[src/rtl/pocsag_seq_pkg.sv]
package pocsag_seq_pkg;
   typedef enum logic [1:0] {
      CW_SYNC = 2'd0,
      CW_IDLE = 2'd1,
      CW_ADDR = 2'd2,
      CW_MSG  = 2'd3
   } cw_kind_t;

   typedef enum logic [1:0] {
      ST_HUNT = 2'd0,
      ST_PRE  = 2'd1,
      ST_LOCK = 2'd2
   } seq_state_t;
endpackage

[src/rtl/pocsag_word_class.sv]
module pocsag_word_class
   import pocsag_seq_pkg::*;
#(
   parameter int              CW_W        = 32,
   parameter int              ADDR_W      = 18,
   parameter int              FUNC_W      = 2,
   parameter int              PAY_W       = 20,
   parameter logic [CW_W-1:0] IDLE_WORD   = 32'h7A89C197,
   parameter logic [CW_W-1:0] SYNC_WORD   = 32'h7CD215D8,
   parameter bit              BOTH_PHASES = 1'b1
) (
   input  logic [CW_W-1:0]   word,
   output logic              is_sync,
   output logic              is_pre,
   output cw_kind_t          kind,
   output logic [ADDR_W-1:0] addr,
   output logic [FUNC_W-1:0] func,
   output logic [PAY_W-1:0]  payload
);
   localparam int ADDR_LSB = CW_W - 1 - ADDR_W;
   localparam int FUNC_LSB = ADDR_LSB - FUNC_W;
   localparam int PAY_LSB  = CW_W - 1 - PAY_W;

   function automatic logic [CW_W-1:0] alt_pattern(input logic lead);
      logic [CW_W-1:0] p;
      for (int i = 0; i < CW_W; i++) p[CW_W-1-i] = lead ^ i[0];
      return p;
   endfunction

   localparam logic [CW_W-1:0] ALT_LEAD1 = alt_pattern(1'b1);
   localparam logic [CW_W-1:0] ALT_LEAD0 = ~ALT_LEAD1;

   if (PAY_W != ADDR_W + FUNC_W) begin : g_bad_fields
      $error("payload width must equal address plus function width");
   end
   if (FUNC_LSB < 0 || PAY_LSB < 0) begin : g_bad_word
      $error("fields do not fit in the codeword");
   end

   if (BOTH_PHASES) begin : g_pre_both
      assign is_pre = (word == ALT_LEAD1) || (word == ALT_LEAD0);
   end else begin : g_pre_one
      assign is_pre = (word == ALT_LEAD1);
   end

   assign is_sync = (word == SYNC_WORD);
   assign addr    = word[ADDR_LSB +: ADDR_W];
   assign func    = word[FUNC_LSB +: FUNC_W];
   assign payload = word[PAY_LSB +: PAY_W];

   always_comb begin
      if (word == IDLE_WORD)      kind = CW_IDLE;
      else if (word[CW_W-1])      kind = CW_MSG;
      else                        kind = CW_ADDR;
   end
endmodule

[src/rtl/pocsag_slot_ctr.sv]
module pocsag_slot_ctr #(
   parameter int FRAMES       = 8,
   parameter int CW_PER_FRAME = 2,
   localparam int SLOTS       = 1 + FRAMES * CW_PER_FRAME,
   localparam int SLOT_W      = $clog2(SLOTS),
   localparam int FRAME_W     = $clog2(FRAMES)
) (
   input  logic               clk,
   input  logic               rst_n,
   input  logic               load,
   input  logic               step,
   input  logic               clear,
   output logic               at_sync,
   output logic [FRAME_W-1:0] frame
);
   logic [SLOT_W-1:0] slot;
   logic [SLOT_W-1:0] off;

   if (FRAMES < 2 || CW_PER_FRAME < 1) begin : g_bad_shape
      $error("need at least two frames and one word per frame");
   end

   always_ff @(posedge clk) begin
      if (!rst_n || clear)                 slot <= '0;
      else if (load)                       slot <= SLOT_W'(1);
      else if (step) begin
         if (slot == SLOT_W'(SLOTS - 1))   slot <= '0;
         else                              slot <= slot + SLOT_W'(1);
      end
   end

   assign at_sync = (slot == '0);
   assign off     = at_sync ? '0 : slot - SLOT_W'(1);

   if ((CW_PER_FRAME & (CW_PER_FRAME - 1)) == 0) begin : g_frame_shift
      assign frame = FRAME_W'(off >> $clog2(CW_PER_FRAME));
   end else begin : g_frame_div
      assign frame = FRAME_W'(off / CW_PER_FRAME);
   end

   AST_SLOT_RANGE: assert property (@(posedge clk) disable iff (!rst_n)
      slot < SLOT_W'(SLOTS));
   AST_WRAP_TO_SYNC: assert property (@(posedge clk) disable iff (!rst_n)
      (step && !load && !clear && slot == SLOT_W'(SLOTS - 1)) |=> at_sync);
endmodule

[src/rtl/pocsag_msg_track.sv]
module pocsag_msg_track
   import pocsag_seq_pkg::*;
(
   input  logic     clk,
   input  logic     rst_n,
   input  logic     adv,
   input  cw_kind_t kind,
   input  logic     flush,
   output logic     start,
   output logic     fin
);
   logic in_msg;

   assign start = adv && (kind == CW_MSG) && !in_msg;
   assign fin   = adv && in_msg && (kind == CW_ADDR || kind == CW_IDLE);

   always_ff @(posedge clk) begin
      if (!rst_n || flush) in_msg <= 1'b0;
      else if (start)      in_msg <= 1'b1;
      else if (fin)        in_msg <= 1'b0;
   end

   AST_START_OPENS: assert property (@(posedge clk) disable iff (!rst_n)
      (start && !flush) |=> in_msg);
   AST_FIN_CLOSES: assert property (@(posedge clk) disable iff (!rst_n)
      fin |=> !in_msg);
   AST_FLUSH_CLEARS: assert property (@(posedge clk) disable iff (!rst_n)
      flush |=> !in_msg);
endmodule

[src/rtl/pocsag_seq.sv]
module pocsag_seq
   import pocsag_seq_pkg::*;
#(
   parameter int              CW_W         = 32,
   parameter int              ADDR_W       = 18,
   parameter int              FUNC_W       = 2,
   parameter int              PAY_W        = 20,
   parameter int              FRAMES       = 8,
   parameter int              CW_PER_FRAME = 2,
   parameter int              PRE_WORDS    = 2,
   parameter logic [CW_W-1:0] SYNC_WORD    = 32'h7CD215D8,
   parameter logic [CW_W-1:0] IDLE_WORD    = 32'h7A89C197,
   parameter bit              BOTH_PHASES  = 1'b1
) (
   input  logic                       clk,
   input  logic                       rst_n,
   input  logic                       cw_vld,
   input  logic [CW_W-1:0]            cw_data,
   output logic                       out_vld,
   output logic [1:0]                 out_kind,
   output logic [$clog2(FRAMES)-1:0]  out_frame,
   output logic [ADDR_W-1:0]          out_addr,
   output logic [FUNC_W-1:0]          out_func,
   output logic [PAY_W-1:0]           out_payload,
   output logic                       msg_start,
   output logic                       msg_end,
   output logic                       sync_lost,
   output logic                       locked
);
   localparam int FRAME_W   = $clog2(FRAMES);
   localparam int PRE_CNT_W = $clog2(PRE_WORDS + 1);

   if (PRE_WORDS < 1) begin : g_bad_pre
      $error("at least one preamble word is required");
   end

   seq_state_t            state, state_n;
   logic [PRE_CNT_W-1:0]  pre_cnt, pre_n;
   logic                  is_sync, is_pre;
   cw_kind_t              kind, emit_kind;
   logic [ADDR_W-1:0]     w_addr;
   logic [FUNC_W-1:0]     w_func;
   logic [PAY_W-1:0]      w_pay;
   logic                  at_sync;
   logic [FRAME_W-1:0]    frame;
   logic                  emit, slot_load, slot_step, slot_clr, adv, lose;
   logic                  start, fin;

   pocsag_word_class #(
      .CW_W(CW_W), .ADDR_W(ADDR_W), .FUNC_W(FUNC_W), .PAY_W(PAY_W),
      .IDLE_WORD(IDLE_WORD), .SYNC_WORD(SYNC_WORD), .BOTH_PHASES(BOTH_PHASES)
   ) u_class (
      .word(cw_data), .is_sync(is_sync), .is_pre(is_pre), .kind(kind),
      .addr(w_addr), .func(w_func), .payload(w_pay)
   );

   pocsag_slot_ctr #(.FRAMES(FRAMES), .CW_PER_FRAME(CW_PER_FRAME)) u_slot (
      .clk(clk), .rst_n(rst_n), .load(slot_load), .step(slot_step),
      .clear(slot_clr), .at_sync(at_sync), .frame(frame)
   );

   pocsag_msg_track u_msg (
      .clk(clk), .rst_n(rst_n), .adv(adv), .kind(kind), .flush(lose),
      .start(start), .fin(fin)
   );

   always_comb begin
      state_n   = state;
      pre_n     = pre_cnt;
      emit      = 1'b0;
      emit_kind = CW_SYNC;
      slot_load = 1'b0;
      slot_step = 1'b0;
      slot_clr  = 1'b0;
      adv       = 1'b0;
      lose      = 1'b0;
      if (cw_vld) begin
         unique case (state)
            ST_HUNT: begin
               if (!is_pre) pre_n = '0;
               else if (pre_cnt == PRE_CNT_W'(PRE_WORDS - 1)) begin
                  state_n = ST_PRE;
                  pre_n   = '0;
               end else pre_n = pre_cnt + PRE_CNT_W'(1);
            end
            ST_PRE: begin
               if (is_sync) begin
                  state_n   = ST_LOCK;
                  slot_load = 1'b1;
                  emit      = 1'b1;
               end else if (!is_pre) state_n = ST_HUNT;
            end
            ST_LOCK: begin
               if (at_sync) begin
                  if (is_sync) begin
                     emit      = 1'b1;
                     slot_step = 1'b1;
                  end else begin
                     lose     = 1'b1;
                     slot_clr = 1'b1;
                     state_n  = ST_HUNT;
                  end
               end else begin
                  emit      = 1'b1;
                  emit_kind = kind;
                  slot_step = 1'b1;
                  adv       = 1'b1;
               end
            end
            default: state_n = ST_HUNT;
         endcase
      end
   end

   always_ff @(posedge clk) begin
      if (!rst_n) begin
         state       <= ST_HUNT;
         pre_cnt     <= '0;
         out_vld     <= 1'b0;
         out_kind    <= 2'd0;
         out_frame   <= '0;
         out_addr    <= '0;
         out_func    <= '0;
         out_payload <= '0;
         msg_start   <= 1'b0;
         msg_end     <= 1'b0;
         sync_lost   <= 1'b0;
      end else begin
         state     <= state_n;
         pre_cnt   <= pre_n;
         out_vld   <= emit;
         msg_start <= start;
         msg_end   <= fin;
         sync_lost <= lose;
         if (emit) begin
            out_kind    <= emit_kind;
            out_frame   <= frame;
            out_addr    <= w_addr;
            out_func    <= w_func;
            out_payload <= w_pay;
         end
      end
   end

   assign locked = (state == ST_LOCK);

   AST_SYNC_FRAME0: assert property (@(posedge clk) disable iff (!rst_n)
      (out_vld && out_kind == 2'd0) |-> (out_frame == '0));
   AST_LOST_UNLOCKS: assert property (@(posedge clk) disable iff (!rst_n)
      sync_lost |-> (!locked && !out_vld));
   AST_VLD_FROM_WORD: assert property (@(posedge clk) disable iff (!rst_n)
      out_vld |-> $past(cw_vld));
   AST_VLD_LOCKED: assert property (@(posedge clk) disable iff (!rst_n)
      out_vld |-> locked);
   AST_START_KIND: assert property (@(posedge clk) disable iff (!rst_n)
      msg_start |-> (out_vld && out_kind == 2'd3));
   AST_END_KIND: assert property (@(posedge clk) disable iff (!rst_n)
      msg_end |-> (out_vld && (out_kind == 2'd1 || out_kind == 2'd2)));
endmodule

[config.mk]
export PLATFORM = sky130hd
export DESIGN_NAME = pocsag_seq
export DESIGN_NICKNAME = d
export VERILOG_FILES = /design/src/rtl/pocsag_seq_pkg.sv /design/src/rtl/pocsag_word_class.sv /design/src/rtl/pocsag_slot_ctr.sv /design/src/rtl/pocsag_msg_track.sv /design/src/rtl/pocsag_seq.sv
export SDC_FILE = /design/constraint.sdc
export NUM_CORES = 1
export LEC_CHECK = 0
export BUFFER_PORTS_ARGS = -buffer_cell sky130_fd_sc_hd__clkbuf_2
export CORE_ASPECT_RATIO = 0.75
export CORE_UTILIZATION = 25
export CTS_CLUSTER_SIZE = 16
export DETAILED_ROUTE_END_ITERATION = 8
export PLACE_DENSITY = 0.47
export SKIP_LAST_GASP = 1
export SYNTH_ARGS = -nofsm -noshare
export SYNTH_HDL_FRONTEND = slang
export SYNTH_SLANG_ARGS = --single-unit
export TNS_END_PERCENT = 20
[constraint.sdc]
create_clock -name clk -period 6.3 [get_ports clk]
set_clock_uncertainty 0.2 [all_clocks]
set_input_delay 1.26 -clock clk [delete_from_list [all_inputs] [get_ports clk]]
set_output_delay 1.26 -clock clk [all_outputs]
set_load 0.005 [all_outputs]
==> results by group <==
STA
  – Max-slew violations: 0
  – Setup TNS: 0 ns
  – Fmax: 278 MHz
  – Slew headroom: 0.306
  – Min cycle time layout: 3.60 ns
  – RSZ-0062 raised after global routing: false
  – Count of final setup violators: 0
  – Final period util: 0.571
  – Final hold vios: 0
  – Slew @ Worst Pin: just over 1 ns

Detailed routing
  – Final ANT Viol Nets: 0
  – Number of vias per cell: between 4 and 5
  – WL per Instance: 14.1 um
  – Via count: around 2100
  – Remaining DRCs: 1
  – First-pass detailed-route iteration total: 6
  – Starting DRT DRC Count: ~150
  – Final wirelength: around 6.6 mm

GRT
  – Pin count of the biggest net entering global routing: 52
  – Total GRT Usage: 0.144
  – Antenna violations before repair: 0
  – Gr ovfl total: 0
  – Vias in the first global route: 2078
  – First-pass GRT wire length: approximately 11 mm

Synthesis
  – Share of the synthesized area in the top cell type: 0.334
  – Syn Area/Cell: roughly 8.4 um2
  – Yosys warns: 0
  – Yosys top cell by area: dfxtp_1
  – Flops & latches, synth: 39
  – Synth async-reset ratio: 0
  – Top-count cell post-synth: nand2_1
  – Top post-synthesis cells by area: dfxtp_1, mux2i_1, nand2_1, buf_4, ha_1
  – Ys flop type: dfxtp_1
  – Syn nets: ~320
  – Post-Syn Area: about 2300 um2
  – Post-synthesis sequential area ratio: 0.334
  – Number of flops mapped to enable cells by yosys: 0
  – Synth cell count leaders: nand2_1, dfxtp_1, mux2i_1
  – Synth unique cells: 50
  – Mapped Cells: about 280

Critical path
  – Critical path's largest stage delay: 0.85 ns
  – R2R Setup Slk: around 3.7 ns
  – Crit path DAT: 3.60 ns
  – Crit path launch type: primary input
  – Crit-path slowest cell: a21oi_4
  – Worst R2R End: out_addr[6]
  – Critical path data required time: 6.31 ns
  – Worst path top cell family by delay: compound AO/OA/AOI/OAI gates
  – Crit path capture: out_addr[6]
  – Critical path class: primary input to register
  – Crit path from: cw_data[11]
  – Path depth of the worst reg2reg path: 6
  – Worst R2R Start: u_slot.slot[0]
  – Critical Path Fanout Max: 25
  – Setup crit end kind: register
  – Critical-path cell list: clkbuf_2, nor3_1, nand2_1, nor4_4, o21ai_1, a21oi_4, mux2i_1
  – Bufs and invs on worst path: 1
  – WP depth: 7

Pwr
  – Power per cell area: 214 nW/um2
  – Maximum VDD drop: roughly 0.099 mV
  – Leakage: roughly 1.2 nW

Floorplan
  – Die area: between 9000 and 10000 um2
  – Die Wd: between 100 and 150 um
  – # rows: 30
  – Core region area: slightly above 9000 um2
  – Die height: 85.7 um
  – Starting Density: 0.258
  – Total I/O pin count: between 80 and 90

Clocking
  – Clk slew on worst S/H paths: 0.06 ns
  – CTS sink cnt: 39
  – Post_cts resized: 0
  – H-tree depth: 2
  – Clk_lat worst skew: 0.29 ns
  – CTS tree: yes
  – CTS buffer count: 5
  – Setup Buffers After CTS: 0
  – Cts hold-fix bufs: 0
  – Worst-case clock buffer depth: 2
  – Root buffer cell: clkbuf_16

Final layout
  – Share of cells above drive strength 1: 0.299
  – Nets: 378
  – Area Growth Syn to Fin: 23.5%
  – # diodes: 0
  – Fin cells: ~470

Run status
  – Failing checks: DRC
  – Status: finished, violations left

Placement
  – IO Port Bufs: 84
  – Gpl congestion: 0.903
  – Post-placement cell count: around 460
  – Dpl hpwl: 5.03 mm

Worst hold path
  – Hold WC Path Type: register to register
  – Hold path startpoint: u_msg.in_msg

Job
  – MaxCap Viol Count: 0
final cells by class:
cell class,instances,area [um2]
fillers,969,6160
clock inverters,3,67.6
well taps,128,160
inverters,7,26.3
repair buffers,84,420
flip-flops and latches,39,781
multi-input cells,200,1310
clock buffers,5,125
sequential cells by signal (all words and copies together) (netlist names):
name,count
out_vld,1
out_addr,17
state,2
msg_start,1
out_func,1
msg_end,1
sync_lost,1
u_msg.in_msg,1
out_frame,3
pre_cnt,2
u_slot.slot,5
out_payload,2
out_kind,2
placed cells by master (no fill, tap or decap), drive strengths merged, types with 3 or more instances in the layout:
cell type,Yosys,final
clkbuf,9,89
nor2,14,14
nor4b,4,4
mux2i,24,24
nand3b,5,5
nand4,5,5
dfxtp,39,39
and2,5,5
inv,7,7
nand3,10,10
ha,6,6
or3,3,3
nor4,5,5
a21oi,9,9
nand2,62,62
nor2b,5,5
o21ai,5,5
nor4bb,3,3
nor3,5,5
routing by layer:
| layer | share of wire | global-route usage | up-vias |
|---|---|---|---|
| met2 | 0.40 | 0.208 | 74 |
| li1 | - | - | 1075 |
| met4 | 0.018 | 0.0526 | 0 |
| met1 | 0.52 | 0.205 | 950 |
| met3 | 0.058 | 0.0346 | 10 |
| met5 | 0 | 0 | - |
report_power, final:
group,total (mW),internal (mW),switching (mW)
Combinational,0.0381,0.0147,0.0234
Sequential,0.247,0.247,0.0000644
Clock,0.334,0.227,0.107
Total,0.618,0.488,0.130
worst min path at each step:
stage | slack (ns) | to | cells after the start
detailed placement | 0.23 | msg_start | 1
finish | 0.26 | msg_start | 1
global placement | 0.25 | out_frame[0] | 2
floorplan | 0.21 | msg_start | 1
global route | 0.26 | msg_start | 1
CTS | 0.25 | msg_start | 1
worst register-to-register path, cell delays in order (launching register included):
cell     delay [ns]
dfxtp_1        0.41
inv_1          0.12
ha_1           0.23
or4b_1         0.28
o21ai_1        0.16
a21oi_4        0.85
mux2i_1        0.30
cell families (layout without fill, tap and decap cells):
group                    Yosys count  after routing  synth area share
AND/OR/NAND/NOR                  141            141             0.335
flip-flops                        39             39             0.334
buffers and inverters             38             99             0.107
AO/OA/AOI/OAI                     26             26            0.0776
multiplexers                      24             24             0.103
adder cells (fa/ha/maj)            6              6            0.0321
XOR/XNOR                           3              3            0.0112
metrics by stage:
stage	util	worst slack, ns	hold WS, ns	cell area [um2]	power [mW]
2_1_floorplan	-	3.20	0.212	2340	0.269
3_3_place_gp	0.298	2.42	0.252	2690	0.290
3_5_place_dp	0.298	2.39	0.234	2690	0.290
4_1_cts	0.319	2.68	0.248	2890	0.624
5_1_grt	0.319	2.47	0.258	2890	0.640
6_report	0.319	2.70	0.256	2890	0.618
Power figures use the tool's default switching activity.
